[src/rtl/snap_pkg.sv]
package snap_pkg;
    typedef enum logic [0:0] {C_IDLE = 1'b0, C_RUN = 1'b1} ctr_state_t;
    typedef enum logic [0:0] {Q_WAIT = 1'b0, Q_HOLD = 1'b1} qual_state_t;
endpackage

[src/rtl/snap_ctr.sv]
module snap_ctr
    import snap_pkg::*;
#(
    parameter int CNT_W = 16
) (
    input  logic             clk,
    input  logic             rst_n,
    input  logic             tick,
    input  logic             wr_en,
    input  logic [CNT_W-1:0] wr_data,
    output logic [CNT_W-1:0] cnt_val,
    output logic             zero_evt,
    output logic             zero_wr,
    output logic             zero_pulse
);
    ctr_state_t       st_q, st_d;
    logic [CNT_W-1:0] cnt_q, cnt_d, rld_q, rld_d;

    assign zero_wr = wr_en && (wr_data == '0);
    assign cnt_val = cnt_q;

    always_comb begin
        st_d     = st_q;
        cnt_d    = cnt_q;
        rld_d    = rld_q;
        zero_evt = 1'b0;
        if (wr_en) begin
            cnt_d = wr_data;
            rld_d = wr_data;
            st_d  = (wr_data == '0) ? C_IDLE : C_RUN;
        end else begin
            unique case (st_q)
                C_IDLE: st_d = C_IDLE;
                C_RUN: begin
                    if (tick) begin
                        if (cnt_q <= CNT_W'(1)) begin
                            cnt_d    = rld_q;
                            zero_evt = 1'b1;
                        end else begin
                            cnt_d = cnt_q - 1'b1;
                        end
                    end
                end
            endcase
        end
    end

    always_ff @(posedge clk or negedge rst_n) begin
        if (!rst_n) begin
            st_q       <= C_IDLE;
            cnt_q      <= '0;
            rld_q      <= '0;
            zero_pulse <= 1'b0;
        end else begin
            st_q       <= st_d;
            cnt_q      <= cnt_d;
            rld_q      <= rld_d;
            zero_pulse <= zero_evt;
        end
    end

    AST_DECREMENT: assert property (@(posedge clk) disable iff (!rst_n)
        (st_q == C_RUN && tick && !wr_en && cnt_q > CNT_W'(1)) |=> (cnt_q == $past(cnt_q) - 1'b1) && !zero_pulse);
    AST_WRAP_RELOAD: assert property (@(posedge clk) disable iff (!rst_n)
        (st_q == C_RUN && tick && !wr_en && cnt_q == CNT_W'(1)) |=> zero_pulse && (cnt_q == rld_q));
    AST_IDLE_QUIET: assert property (@(posedge clk) disable iff (!rst_n)
        (st_q == C_IDLE && !wr_en) |=> $stable(cnt_q) && !zero_pulse);
endmodule

[src/rtl/snap_qual.sv]
module snap_qual
    import snap_pkg::*;
#(
    parameter int QUAL_CYC = 2
) (
    input  logic       clk,
    input  logic       rst_n,
    input  logic       pin,
    input  logic [1:0] sel,
    output logic       hit
);
    localparam int TW = (QUAL_CYC > 1) ? $clog2(QUAL_CYC) : 1;

    qual_state_t   st_q, st_d;
    logic          s0_q, prev_q, lvl_q, lvl_d, hit_d;
    logic [TW-1:0] tmr_q, tmr_d;
    logic          rise_ok, fall_ok;

    assign rise_ok = s0_q && !prev_q && sel[0];
    assign fall_ok = !s0_q && prev_q && sel[1];

    always_comb begin
        st_d  = st_q;
        lvl_d = lvl_q;
        tmr_d = tmr_q;
        hit_d = 1'b0;
        unique case (st_q)
            Q_WAIT: begin
                if (rise_ok || fall_ok) begin
                    st_d  = Q_HOLD;
                    lvl_d = s0_q;
                    tmr_d = TW'(QUAL_CYC - 1);
                end
            end
            Q_HOLD: begin
                if (s0_q != lvl_q) begin
                    st_d = Q_WAIT;
                end else if (tmr_q == '0) begin
                    st_d  = Q_WAIT;
                    hit_d = 1'b1;
                end else begin
                    tmr_d = tmr_q - 1'b1;
                end
            end
        endcase
    end

    always_ff @(posedge clk or negedge rst_n) begin
        if (!rst_n) begin
            st_q   <= Q_WAIT;
            s0_q   <= 1'b0;
            prev_q <= 1'b0;
            lvl_q  <= 1'b0;
            tmr_q  <= '0;
            hit    <= 1'b0;
        end else begin
            st_q   <= st_d;
            s0_q   <= pin;
            prev_q <= s0_q;
            lvl_q  <= lvl_d;
            tmr_q  <= tmr_d;
            hit    <= hit_d;
        end
    end

    AST_ACCEPT_FROM_HOLD: assert property (@(posedge clk) disable iff (!rst_n)
        hit |-> $past(st_q) == Q_HOLD);
    AST_GLITCH_REJECT: assert property (@(posedge clk) disable iff (!rst_n)
        (st_q == Q_HOLD && s0_q != lvl_q) |=> (st_q == Q_WAIT) && !hit);
endmodule

[src/rtl/snap_chan.sv]
module snap_chan #(
    parameter int ACC_W = 8,
    parameter int TS_W  = 16
) (
    input  logic             clk,
    input  logic             rst_n,
    input  logic             hit,
    input  logic [TS_W-1:0]  ts,
    input  logic             latch,
    input  logic             queue_shift,
    output logic [ACC_W-1:0] acc,
    output logic [ACC_W-1:0] acc_hold,
    output logic [TS_W-1:0]  cap,
    output logic [TS_W-1:0]  cap_hold,
    output logic             ovf
);
    localparam logic [ACC_W-1:0] ACC_MAX = '1;

    always_ff @(posedge clk or negedge rst_n) begin
        if (!rst_n) begin
            acc      <= '0;
            acc_hold <= '0;
            cap      <= '0;
            cap_hold <= '0;
            ovf      <= 1'b0;
        end else begin
            if (latch) begin
                acc_hold <= acc;
                cap_hold <= cap;
                acc      <= hit ? ACC_W'(1) : '0;
                ovf      <= 1'b0;
            end else if (hit) begin
                if (acc == ACC_MAX) ovf <= 1'b1;
                else                acc <= acc + 1'b1;
                if (queue_shift)    cap_hold <= cap;
            end
            if (hit) cap <= ts;
        end
    end

    AST_ACC_SATURATE: assert property (@(posedge clk) disable iff (!rst_n)
        (!latch && hit && acc == ACC_MAX) |=> (acc == ACC_MAX) && ovf);
    AST_OVF_AT_FULL: assert property (@(posedge clk) disable iff (!rst_n)
        $rose(ovf) |-> acc == ACC_MAX);
    AST_LATCH_RESTART: assert property (@(posedge clk) disable iff (!rst_n)
        latch |=> (acc == ACC_W'($past(hit))) && !ovf);
    AST_HOLD_STABLE: assert property (@(posedge clk) disable iff (!rst_n)
        (!latch && !(queue_shift && hit)) |=> $stable(acc_hold) && $stable(cap_hold));
endmodule

[src/rtl/snap_timer.sv]
module snap_timer
    import snap_pkg::*;
#(
    parameter int NCH      = 4,
    parameter int CNT_W    = 16,
    parameter int ACC_W    = 8,
    parameter int TS_W     = 16,
    parameter int QUAL_CYC = 2
) (
    input  logic                  clk,
    input  logic                  rst_n,
    input  logic                  tick,
    input  logic                  cnt_wr,
    input  logic [CNT_W-1:0]      cnt_wdata,
    input  logic                  cfg_wr,
    input  logic                  cfg_buf_en,
    input  logic                  cfg_latch_mode,
    input  logic [2*NCH-1:0]      cfg_edge_sel,
    input  logic                  force_latch,
    input  logic [NCH-1:0]        pin_in,
    input  logic [TS_W-1:0]       ts,
    output logic [CNT_W-1:0]      cnt_val,
    output logic                  zero_pulse,
    output logic [NCH*ACC_W-1:0]  acc_live,
    output logic [NCH*ACC_W-1:0]  acc_hold,
    output logic [NCH-1:0]        acc_ovf,
    output logic [NCH*TS_W-1:0]   cap_live,
    output logic [NCH*TS_W-1:0]   cap_hold
);
    logic             buf_q, lmode_q;
    logic [2*NCH-1:0] sel_q;
    logic             zero_evt, zero_wr, latch, queue_shift;
    logic [NCH-1:0]   hit;

    always_ff @(posedge clk or negedge rst_n) begin
        if (!rst_n) begin
            buf_q   <= 1'b0;
            lmode_q <= 1'b0;
            sel_q   <= '0;
        end else if (cfg_wr) begin
            buf_q   <= cfg_buf_en;
            lmode_q <= cfg_latch_mode;
            sel_q   <= cfg_edge_sel;
        end
    end

    snap_ctr #(.CNT_W(CNT_W)) u_ctr (
        .clk(clk), .rst_n(rst_n), .tick(tick), .wr_en(cnt_wr), .wr_data(cnt_wdata),
        .cnt_val(cnt_val), .zero_evt(zero_evt), .zero_wr(zero_wr), .zero_pulse(zero_pulse)
    );

    assign latch       = buf_q && lmode_q && (zero_evt || zero_wr || force_latch);
    assign queue_shift = buf_q && !lmode_q;

    for (genvar i = 0; i < NCH; i++) begin : g_ch
        snap_qual #(.QUAL_CYC(QUAL_CYC)) u_qual (
            .clk(clk), .rst_n(rst_n), .pin(pin_in[i]), .sel(sel_q[2*i +: 2]), .hit(hit[i])
        );
        snap_chan #(.ACC_W(ACC_W), .TS_W(TS_W)) u_chan (
            .clk(clk), .rst_n(rst_n), .hit(hit[i]), .ts(ts), .latch(latch),
            .queue_shift(queue_shift),
            .acc(acc_live[i*ACC_W +: ACC_W]), .acc_hold(acc_hold[i*ACC_W +: ACC_W]),
            .cap(cap_live[i*TS_W +: TS_W]), .cap_hold(cap_hold[i*TS_W +: TS_W]),
            .ovf(acc_ovf[i])
        );
    end

    AST_FORCE_GATED: assert property (@(posedge clk) disable iff (!rst_n)
        (force_latch && !(buf_q && lmode_q) && hit == '0) |=> $stable(acc_live) && $stable(acc_hold));
endmodule

[config.mk]
export PLATFORM = sky130hd
export DESIGN_NAME = snap_timer
export DESIGN_NICKNAME = d
export VERILOG_FILES = /design/src/rtl/snap_pkg.sv /design/src/rtl/snap_ctr.sv /design/src/rtl/snap_qual.sv /design/src/rtl/snap_chan.sv /design/src/rtl/snap_timer.sv
export SDC_FILE = /design/constraint.sdc
export NUM_CORES = 1
export LEC_CHECK = 0
export BUFFER_PORTS_ARGS = -buffer_cell sky130_fd_sc_hd__buf_2
export CORE_ASPECT_RATIO = 1.75
export CORE_MARGIN = 3
export CORE_UTILIZATION = 54
export DETAILED_ROUTE_END_ITERATION = 12
export PLACE_DENSITY = 0.8
export SETUP_SLACK_MARGIN = 0.02
export SLEW_MARGIN = 20
export SYNTH_ARGS = -nofsm -noshare
export SYNTH_HDL_FRONTEND = slang
export SYNTH_HIERARCHICAL = 1
export SYNTH_SLANG_ARGS = --single-unit
[constraint.sdc]
create_clock -name clk -period 4.5 [get_ports clk]
set_input_delay 1.35 -clock clk [delete_from_list [all_inputs] [get_ports clk]]
set_output_delay 1.35 -clock clk [all_outputs]
set_load 0.03 [all_outputs]
==> flow_summary.json, run 1 <==
{
  "crit_path_start_kind": "flop",
  "status": "complete, no violations",
  "cts_buffers": 23,
  "synth_top_area_share_pct": 58.3,
  "clk_pin_slew_worst_paths_ns": 0.07,
  "maxCapViolations": 0,
  "dp.final_hpwl_microns": 19700,
  "seqPwrFrac_pct": 41.2,
  "num_io_pins": 265,
  "cts_buffer_depth": 3,
  "powerDensity_nw_per_um2": 656,
  "intPower_uw": 5410,
  "syn_nets": 891,
  "tritoncts": "done",
  "hold_viol_final": 0,
  "drtPass1Iterations": 4,
  "setup_violations": 0,
  "start_util_pct": 55.3,
  "synth_area_leaders": "dfrtp_1 58%, mux2_2 16%, mux2_4 1.3%",
  "gp_congestion": 0.841,
  "syn_area_sq_um": 11300,
  "ys.flop_type": "dfrtp_1",
  "cp_slowest_cell": "or4_4",
  "die_h_microns": 198,
  "finalClockSkew_ns": 0.0116,
  "drc": 0,
  "grtUsageTotal_pct": 23.8,
  "std_cell_rows": 69,
  "relSlewSlack_pct": 43.8,
  "instances_no_fill": 1355,
  "final_layout_size_suffix_gt1_share_pct": 47.6,
  "async_flop_share_pct": 100,
  "p_sw_share_pct": 39.5,
  "antenna_found_initial": 0,
  "diodes": 0,
  "hold_path_class": "reg2reg",
  "period_needed_ns": 3.38,
  "synth.avg_cell_area_sq_um": 13.6,
  "grt_overflow": 0,
  "end_kind": "flop",
  "clock_latency_ns": 0.51,
  "place_inst": 1317,
  "finalNetCount": 1152,
  "die_w_microns": 115,
  "clock_power_share_pct": 22.3,
  "peakVddDrop_v": 0.000406,
  "period_share_pct": 75.1,
  "path_max_fanout": 38,
  "register_area_sq_um": 6610,
  "synth_edf_count": 0,
  "cp_num_buf_inv": 1,
  "final_cell_area_sq_um": 13600,
  "path_cells": "or4_4 > nor4_4 > nand2_4 > nor2_2 > o311a_4 > buf_4 > mux2_2",
  "worst_slew_pin_slew_ns": 0.842,
  "grt_max_degree": 108,
  "worst_ep_arrival_time_ns": 3.76,
  "fin_tns_setup_ns": 0,
  "h-tree-depth": 1,
  "min_from": "g_ch[1].u_qual/tmr_q",
  "grt_pass1_vias": 8192,
  "vias_per_cell": 5.85,
  "wl_per_cell_microns": 20.5,
  "synthCells": 833,
  "numClockSinks": 264,
  "ff2ff_setup_slack_ns": 1.12,
  "multi_input_area_sq_um": 4410,
  "final_common_cell": "dfrtp_1",
  "dieArea_sq_um": 22800,
  "r2r-end": "g_ch[3].u_chan/acc_hold[1]",
  "final_cell_mix": "264 x dfrtp_1, 263 x buf_2, 165 x mux2_2",
  "post-route-util_pct": 66.5,
  "holdBufCountCts": 0,
  "ys_seq_elements": 264,
  "worst_slack_ns": 1.12,
  "whs_endpoint": "g_ch[1].u_qual/hit",
  "place_ws_ns": 0.695,
  "drtIter0Drc": 439,
  "post_cts_resized": 0,
  "drv_slew": 0,
  "grt_pass1_wl_microns": 43100,
  "yosysUniqueCellTypes": 69,
  "coreArea_sq_um": 20500,
  "leakage_uw": 0.00669,
  "holdPathStages": 1,
  "io_buffer_count": 264,
  "area_growth_pct": 20.2,
  "post_cts_buffers": 0,
  "switching_power_uw": 3520,
  "ys_seq_area_share_pct": 58.3,
  "vias": 7932,
  "yosysTopAreaCell": "dfrtp_1",
  "timing.rr.start": "u_ctr/cnt_val[2]",
  "required_ns": 4.88,
  "cpPeakStageDelay_ns": 0.62,
  "ys_warn_count": 6,
  "wl_microns": 27700,
  "rsz0062_at_grt": "no",
  "ant_nets": 0,
  "combPwrFrac_pct": 36.5,
  "path_delay_family": "simple AND/OR/NAND/NOR gates",
  "fmax_ghz": 0.296,
  "place_area_sq_um": 12900,
  "cts_root_buffer": "clkbuf_16",
  "fillers": 1521,
  "r2r_cells": 7,
  "critical_path_class": "reg2reg"
}
[cell type report]
type	instances	area share, %
Clock buffer	32	4.99
Clock inverter	6	0.588
Inverter	10	0.276
Multi-Input combinational cell	515	32.4
Sequential cell	264	48.5
Tap cell	248	2.28
Timing Repair Buffer	280	10.9
[flip-flops by register name, indices dropped and copies added, names as in the netlist, 4 cells and up]
signal	flops
g_ch.u_chan/acc	32
g_ch.u_chan/acc_hold	32
g_ch.u_chan/cap	64
g_ch.u_chan/cap_hold	64
g_ch.u_chan/ovf	4
g_ch.u_qual/hit	4
g_ch.u_qual/lvl_q	4
g_ch.u_qual/prev_q	4
g_ch.u_qual/s0_q	4
g_ch.u_qual/st_q	4
g_ch.u_qual/tmr_q	4
sel_q	8
u_ctr/cnt_val	16
u_ctr/rld_q	16
[per-layer routing]
metal	vias to the layer above	track usage [%]	share of wire [%]
met5	-	0	0
met4	0	6.57	1.6
met3	32	4.23	5.8
met2	252	44.5	55
met1	4066	27.4	38
li1	3582	-	-
[cell families after synthesis]
| kind of cell | Yosys count | share of synthesized area (%) |
|---|---|---|
| XOR/XNOR | 10 | 0.774 |
| buffers and inverters | 54 | 2.81 |
| AO/OA/AOI/OAI | 140 | 8.63 |
| multiplexers | 194 | 19.5 |
| flip-flops | 264 | 58.3 |
| AND/OR/NAND/NOR | 165 | 9.27 |
| adder cells (fa/ha/maj) | 6 | 0.663 |
[metrics by stage]
| stage | total power (uW) | hold slack, ns |
|---|---|---|
| after floorplan | 5860 | 0.418 |
| after global placement | 6880 | 0.437 |
| after detailed placement | 6990 | 0.444 |
| after CTS | 9010 | 0.457 |
| after global routing | 9350 | 0.478 |
| final | 8930 | 0.456 |
[worst register-to-register path, delay by kind of cell, from the launching register on]
kind                   cells  cell delay, ns
AOI/OAI and AO/OA          1            0.32
buffers and inverters      1            0.41
DFF                        1            0.48
muxes                      1            0.44
and+or+nand+nor            4            1.60
[power groups by stage]
| stage | logic (uW) | clock network [uW] | registers, uW |
|---|---|---|---|
| global route | 3460 | 2120 | 3770 |
| CTS | 3290 | 2040 | 3680 |
| floorplan | 942 | 0 | 4920 |
| finish | 3260 | 1990 | 3680 |
| detailed placement | 3280 | 0 | 3710 |
| global placement | 3210 | 0 | 3670 |
[Yosys cell counts, drive strengths merged, types with 5 or more instances]
| cell | n |
|---|---|
| a21oi | 37 |
| a211oi | 12 |
| ha | 6 |
| a22oi | 7 |
| a31oi | 17 |
| a21o | 7 |
| nor3b | 6 |
| dfrtp | 264 |
| nor3 | 18 |
| inv | 10 |
| or3 | 9 |
| buf | 36 |
| xnor2 | 5 |
| xor2 | 5 |
| nand3b | 8 |
| clkbuf | 8 |
| nand2 | 32 |
| nor4 | 8 |
| a211o | 5 |
| mux2i | 11 |
| o21ai | 28 |
| and4 | 9 |
| and3 | 8 |
| nor2 | 26 |
| mux2 | 183 |
| nor4b | 5 |
| nand2b | 12 |
| nand4 | 10 |
[worst max-delay path by stage]
stage	start	endpoint	slack (ns)	depth (start not counted)
4_1_cts	u_ctr/cnt_val[2]	g_ch[3].u_chan/acc_hold[1]	1.17	7
3_5_place_dp	cnt_wdata[5]	g_ch[3].u_chan/acc_hold[6]	0.69	7
2_1_floorplan	cnt_wr	g_ch[0].u_chan/acc_hold[5]	0.97	9
3_3_place_gp	cnt_wdata[5]	g_ch[3].u_chan/acc_hold[6]	0.72	7
5_1_grt	u_ctr/cnt_val[2]	g_ch[3].u_chan/acc_hold[1]	1.04	7
6_report	u_ctr/cnt_val[2]	g_ch[3].u_chan/acc_hold[1]	1.12	7
(Power assumes the default switching activity.)
==> inputs of run 2 (changes only) <==
- ABC_AREA: unset -> 1
- CORE_UTILIZATION: 54 -> 55
- PLACE_DENSITY: 0.8 -> 0.81
- clock period: 4.5 -> 3.45 ns (I/O delays scaled with it)
==> run 2 against run 1 <==
Clock skew down 0.0027 ns. Hold slack got worse by 0.0044 ns. Sequential share of layout area is 2.4 points lower. Utilization up 1.4 points. Via count increased by 25%. Critical path type unchanged. Highest routed layer unchanged.
==> flow_summary.json, run 2 <==
{
  "status": "complete, no violations",
  "syn_area_sq_um": 12000,
  "powerDensity_nw_per_um2": 862,
  "synthMuxAreaShare_pct": 5.39,
  "coreArea_sq_um": 21100,
  "synth_top_family_by_area": "simple AND/OR/NAND/NOR gates",
  "antenna_found_initial": 0,
  "die_h_microns": 201,
  "fin_hold_ws_ns": 0.452,
  "period_share_pct": 83.1,
  "ys_warn_count": 6,
  "dieArea_sq_um": 23600,
  "finalNetCount": 1651,
  "syn_nets": 1388,
  "die_w_microns": 118,
  "area_growth_pct": 19.7,
  "clk_pin_slew_worst_paths_ns": 0.07,
  "maxCapViolations": 0,
  "numClockSinks": 264,
  "std_cell_rows": 70,
  "cts_root_buffer": "clkbuf_16",
  "synth_area_leaders": "dfrtp_1 55%, nand2_1 16%, nand3_1 3.6%",
  "rsz0062_at_grt": "no",
  "yosysTopAreaCell": "dfrtp_1",
  "final_layout_size_suffix_gt1_share_pct": 28.6,
  "path_cells": "inv_1 > ha_1 > o21ai_2 > nor2_4 > nand2_4 > nor3_1 > nor2_1 > a21oi_4 > buf_12 > clkinv_4 > nand2_8 > mux2_2",
  "power.total_uw": 12400,
  "required_ns": 3.84,
  "holdBufCountCts": 0,
  "wl_microns": 31800,
  "grt_pass1_wl_microns": 51800,
  "vias": 9895,
  "fmax_ghz": 0.349,
  "h-tree-depth": 1,
  "synth_compound_area_share_pct": 5.26,
  "clock_latency_ns": 0.50,
  "grtUsageTotal_pct": 26.8,
  "grt_max_degree": 79,
  "peakVddDrop_v": 0.000885,
  "synth_edf_count": 0,
  "cp_num_cells": 12,
  "holdPathStages": 1,
  "dp.final_hpwl_microns": 23500,
  "reg.largest.list": "g_ch.u_chan/cap x64, g_ch.u_chan/cap_hold x64",
  "worst_ep_arrival_time_ns": 3.25,
  "synth_simple_gate_area_share_pct": 27.1,
  "yosysMostFrequentCell": "nand2_1",
  "final_common_cell": "nand2_1",
  "final_cell_area_sq_um": 14300,
  "diodes": 0,
  "synthCells": 1330,
  "start_util_pct": 56.7,
  "gp_congestion": 0.942,
  "num_io_pins": 265,
  "vias_per_cell": 5.22,
  "crit_path_start_kind": "flop",
  "drc": 0,
  "ys_seq_elements": 264,
  "post_cts_buffers": 0,
  "ys_seq_area_share_pct": 55.2,
  "finalClockSkew_ns": 0.00886,
  "path_max_fanout": 19,
  "yosysUniqueCellTypes": 36,
  "ant_nets": 0,
  "synth_top_area_share_pct": 55.2,
  "worst_slew_pin_slew_ns": 1.00,
  "synth_common_cells": "504 x nand2_1, 264 x dfrtp_1, 107 x inv_1",
  "grt_overflow": 0,
  "io_buffer_count": 264,
  "r2r_cells": 12,
  "critical_path_class": "reg2reg",
  "leakage_uw": 0.00772,
  "synth_fa_ha_area_share_pct": 0.627,
  "post_cts_resized": 0,
  "cp_num_buf_inv": 3,
  "cp_slowest_cell": "dfrtp_1",
  "hold_viol_final": 0,
  "cts_buffer_depth": 3,
  "period_needed_ns": 2.87,
  "grt_pass1_vias": 9994,
  "ys.flop_type": "dfrtp_1",
  "cts_buffers": 23,
  "drv_slew": 0,
  "synth-xor-area-share_pct": 0.0732,
  "async_flop_share_pct": 100,
  "synth.avg_cell_area_sq_um": 9.00,
  "place_area_sq_um": 13500,
  "relSlewSlack_pct": 33.1,
  "end_kind": "flop",
  "tritoncts": "done",
  "final_cell_mix": "504 x nand2_1, 264 x dfrtp_1, 263 x buf_2",
  "cpPeakStageDelay_ns": 0.46,
  "fillers": 1747,
  "fin_tns_setup_ns": 0,
  "path_delay_family": "simple AND/OR/NAND/NOR gates",
  "hold_path_class": "reg2reg",
  "wl_per_cell_microns": 16.8,
  "drtIter0Drc": 741,
  "drtPass1Iterations": 6,
  "setup_violations": 0
}
[run 2: cell types whose count changed in the layout (fill, tap and decap cells not counted), moves of 17 or more]
cell and change:
o21ai_0 +21, inv_1 +97, nand3_1 +82, nand2_1 +477, nor2_1 +66, mux2_2 -129, a31oi_1 -17
[run 2: routing by layer]
layer,up-vias,share of wire [%],wire [microns],track usage (%)
li1,4694,-,-,-
met4,0,4.7,1490,11.2
met1,4766,38,12000,31.4
met2,342,52,16600,48.9
met5,-,0,0,0
met3,93,5.4,1730,4.16
[run 2: cell type report]
class	count	area, sq um	area share (%)
multi-input cells	907	4610	32.2
well taps	288	360	2.52
clock inverters	8	119	0.830
repair buffers	280	1490	10.4
flip-flops and latches	264	6610	46.1
inverters	117	459	3.20
clock buffers	32	679	4.74
[run 2: cells by family after synthesis]
group                      after synthesis
and+or+nand+nor                        745
DFF                                    264
buffers and inverters                  159
AOI/OAI and AO/OA                      103
muxes                                   52
adders and majority gates                6
xor gates and xnor gates                 1
[run 2: power by group]
part	leakage [uW]	total [uW]	switching [uW]	internal [uW]
registers	0.00325	4920	827	4090
clock network	0.000398	2720	1120	1600
logic	0.00407	4720	3300	1420
total	0.00772	12400	5240	7110
[run 2: through the flow]
step | instances | setup WS (ns) | utilization [%]
3_3_place_gp | 1856 | 0.345 | 64.1
3_5_place_dp | 1856 | 0.346 | 64.1
5_1_grt | 1896 | 0.390 | 67.9
2_1_floorplan | 1330 | 0.465 | -
4_1_cts | 1896 | 0.584 | 67.9
6_report | 1896 | 0.582 | 67.9
[run 2: worst paths after layout]
path,start,end,slack [ns]
worst max-delay path,u_ctr/cnt_val[0],g_ch[1].u_chan/cap_hold[3],0.58
worst min-delay path,g_ch[2].u_qual/tmr_q,g_ch[2].u_qual/hit,0.45
worst max register to register,u_ctr/cnt_val[0],g_ch[1].u_chan/cap_hold[3],0.58
worst min register to register,g_ch[2].u_qual/tmr_q,g_ch[2].u_qual/hit,0.45
max in group asynchronous,rst_n,sel_q[3],2.06
min in group asynchronous,rst_n,u_ctr/cnt_val[7],0.47
==> inputs of run 3 (changes only) <==
- CORE_UTILIZATION: 55 -> 49
- PLACE_DENSITY: 0.81 -> 0.76
- clock period: 3.45 -> 2.6 ns (I/O delays scaled with it)
==> run 3 against run 2 <==
Final area is 1.1% higher. Worst setup slack got worse by 0.43 ns. Sequential power grew 33%. Via count grew 0.13%. Sequential share of layout area is 0.49 points lower. Power rose by 33%. Utilization shrank 7.6 points. Die area grew 12%. Highest routed layer unchanged. Non-clock buffer count up 11.
==> flow_summary.json, run 3 (synthesis results as in run 2) <==
{
  "cts_buffers": 25,
  "num_io_pins": 265,
  "tritoncts": "done",
  "gp_congestion": 0.939,
  "ant_nets": 0,
  "drc": 0,
  "grt_pass1_vias": 9928,
  "finalNetCount": 1664,
  "cts_buffer_depth": 3,
  "worst_slew_pin_slew_ns": 0.605,
  "final_layout_size_suffix_gt1_share_pct": 29.5,
  "wl_microns": 32400,
  "powerDensity_nw_per_um2": 1140,
  "status": "complete, no violations",
  "peakVddDrop_v": 0.000911,
  "cts_root_buffer": "clkbuf_16",
  "area_growth_pct": 21.0,
  "wl_per_cell_microns": 16.8,
  "setup_violations": 0,
  "fin_hold_ws_ns": 0.0939,
  "io_buffer_count": 264,
  "dp.final_hpwl_microns": 24100,
  "die_h_microns": 213,
  "vias": 9908,
  "fmax_ghz": 0.409,
  "drtPass1Iterations": 7,
  "holdBufCountCts": 0,
  "clk_pin_slew_worst_paths_ns": 0.06,
  "final_cell_mix": "504 x nand2_1, 263 x buf_2, 262 x dfrtp_1",
  "grt_pass1_wl_microns": 50400,
  "drtIter0Drc": 676,
  "path_max_fanout": 14,
  "die_w_microns": 124,
  "maxCapViolations": 0,
  "period_share_pct": 94.1,
  "critical_path_class": "reg2reg",
  "power.total_uw": 16500,
  "place_area_sq_um": 13700,
  "hold_viol_final": 0,
  "final_common_cell": "nand2_1",
  "final_cell_area_sq_um": 14500,
  "drv_slew": 0,
  "vias_per_cell": 5.13,
  "worst_ep_arrival_time_ns": 2.87,
  "h-tree-depth": 1,
  "start_util_pct": 49.8,
  "grtUsageTotal_pct": 24.2,
  "period_needed_ns": 2.45,
  "numClockSinks": 264,
  "antenna_found_initial": 0,
  "reg.largest.list": "g_ch.u_chan/cap x64, g_ch.u_chan/cap_hold x64",
  "std_cell_rows": 75,
  "required_ns": 3.02,
  "place_inst": 1887,
  "grt_max_degree": 64,
  "dieArea_sq_um": 26400,
  "rsz0062_at_grt": "no",
  "end_kind": "flop",
  "post_cts_resized": 0,
  "post_cts_buffers": 0,
  "hold_path_class": "in2async",
  "leakage_uw": 0.00778,
  "coreArea_sq_um": 24000,
  "finalClockSkew_ns": 0.0107,
  "clock_latency_ns": 0.54,
  "crit_path_start_kind": "flop",
  "instances_no_fill": 1931,
  "grt_overflow": 0,
  "relSlewSlack_pct": 59.6,
  "diodes": 0
}
-- run 3: path summary, 6_finish.rpt --
check / startpoint / endpoint / slack (ns) / depth (start not counted)
hold / removal: rst_n / u_ctr/rld_q[9] / 0.09 / 1
setup / recovery: u_ctr/cnt_val[0] / g_ch[2].u_chan/cap_hold[0] / 0.15 / 12
max in group asynchronous: rst_n / u_ctr/cnt_val[1] / 1.82 / 2
setup reg to reg: u_ctr/cnt_val[0] / g_ch[2].u_chan/cap_hold[0] / 0.15 / 12
hold reg to reg: g_ch[1].u_qual/tmr_q / g_ch[1].u_qual/hit / 0.45 / 1
min in group clk: pin_in[1] / g_ch[1].u_qual/s0_q / 0.35 / 1
-- run 3: per-layer routing --
layer  wire length, microns  up-vias  share of wire [%]  GRT usage (%)
met2                  17100      328                 53           44.8
met5                      0        -                  0              0
met1                  11800     4758                 36           26.5
met3                   1810       98                5.6           3.50
li1                       -     4724                  -              -
met4                   1670        0                5.2           11.8
-- run 3: layout make-up --
cell class	instances	area (sq um)
Clock buffer	35	733
Clock inverter	9	88.8
Fill cell	2113	9540
Inverter	117	459
Multi-Input combinational cell	907	4630
Sequential cell	264	6610
Tap cell	308	385
Timing Repair Buffer	291	1580
-- run 3: through the flow --
step | setup slack (ns) | TNS (ns) | util [%]
global route | 0.0298 | 0 | 60.3
finish | 0.153 | 0 | 60.3
detailed placement | -0.123 | -4.99 | 56.9
CTS | 0.185 | 0 | 60.3
floorplan | 0.0498 | 0 | -
global placement | -0.103 | -3.76 | 56.9
-- run 3: power breakdown --
group | leakage [uW] | internal (uW) | switching (uW) | total [uW]
Clock | 0.000397 | 2070 | 1600 | 3670
Combinational | 0.00413 | 1910 | 4360 | 6270
Sequential | 0.00325 | 5430 | 1120 | 6550
-- run 3: critical path, stage by stage (launching register included) --
cell,delay [ns]
dfrtp_2,0.45
inv_2,0.11
ha_4,0.18
o21ai_2,0.08
nor2_4,0.14
nand2_4,0.05
nor3_1,0.22
nor2_1,0.17
a21oi_4,0.18
buf_4,0.18
clkinv_4,0.08
nand2_8,0.15
mux2_2,0.35
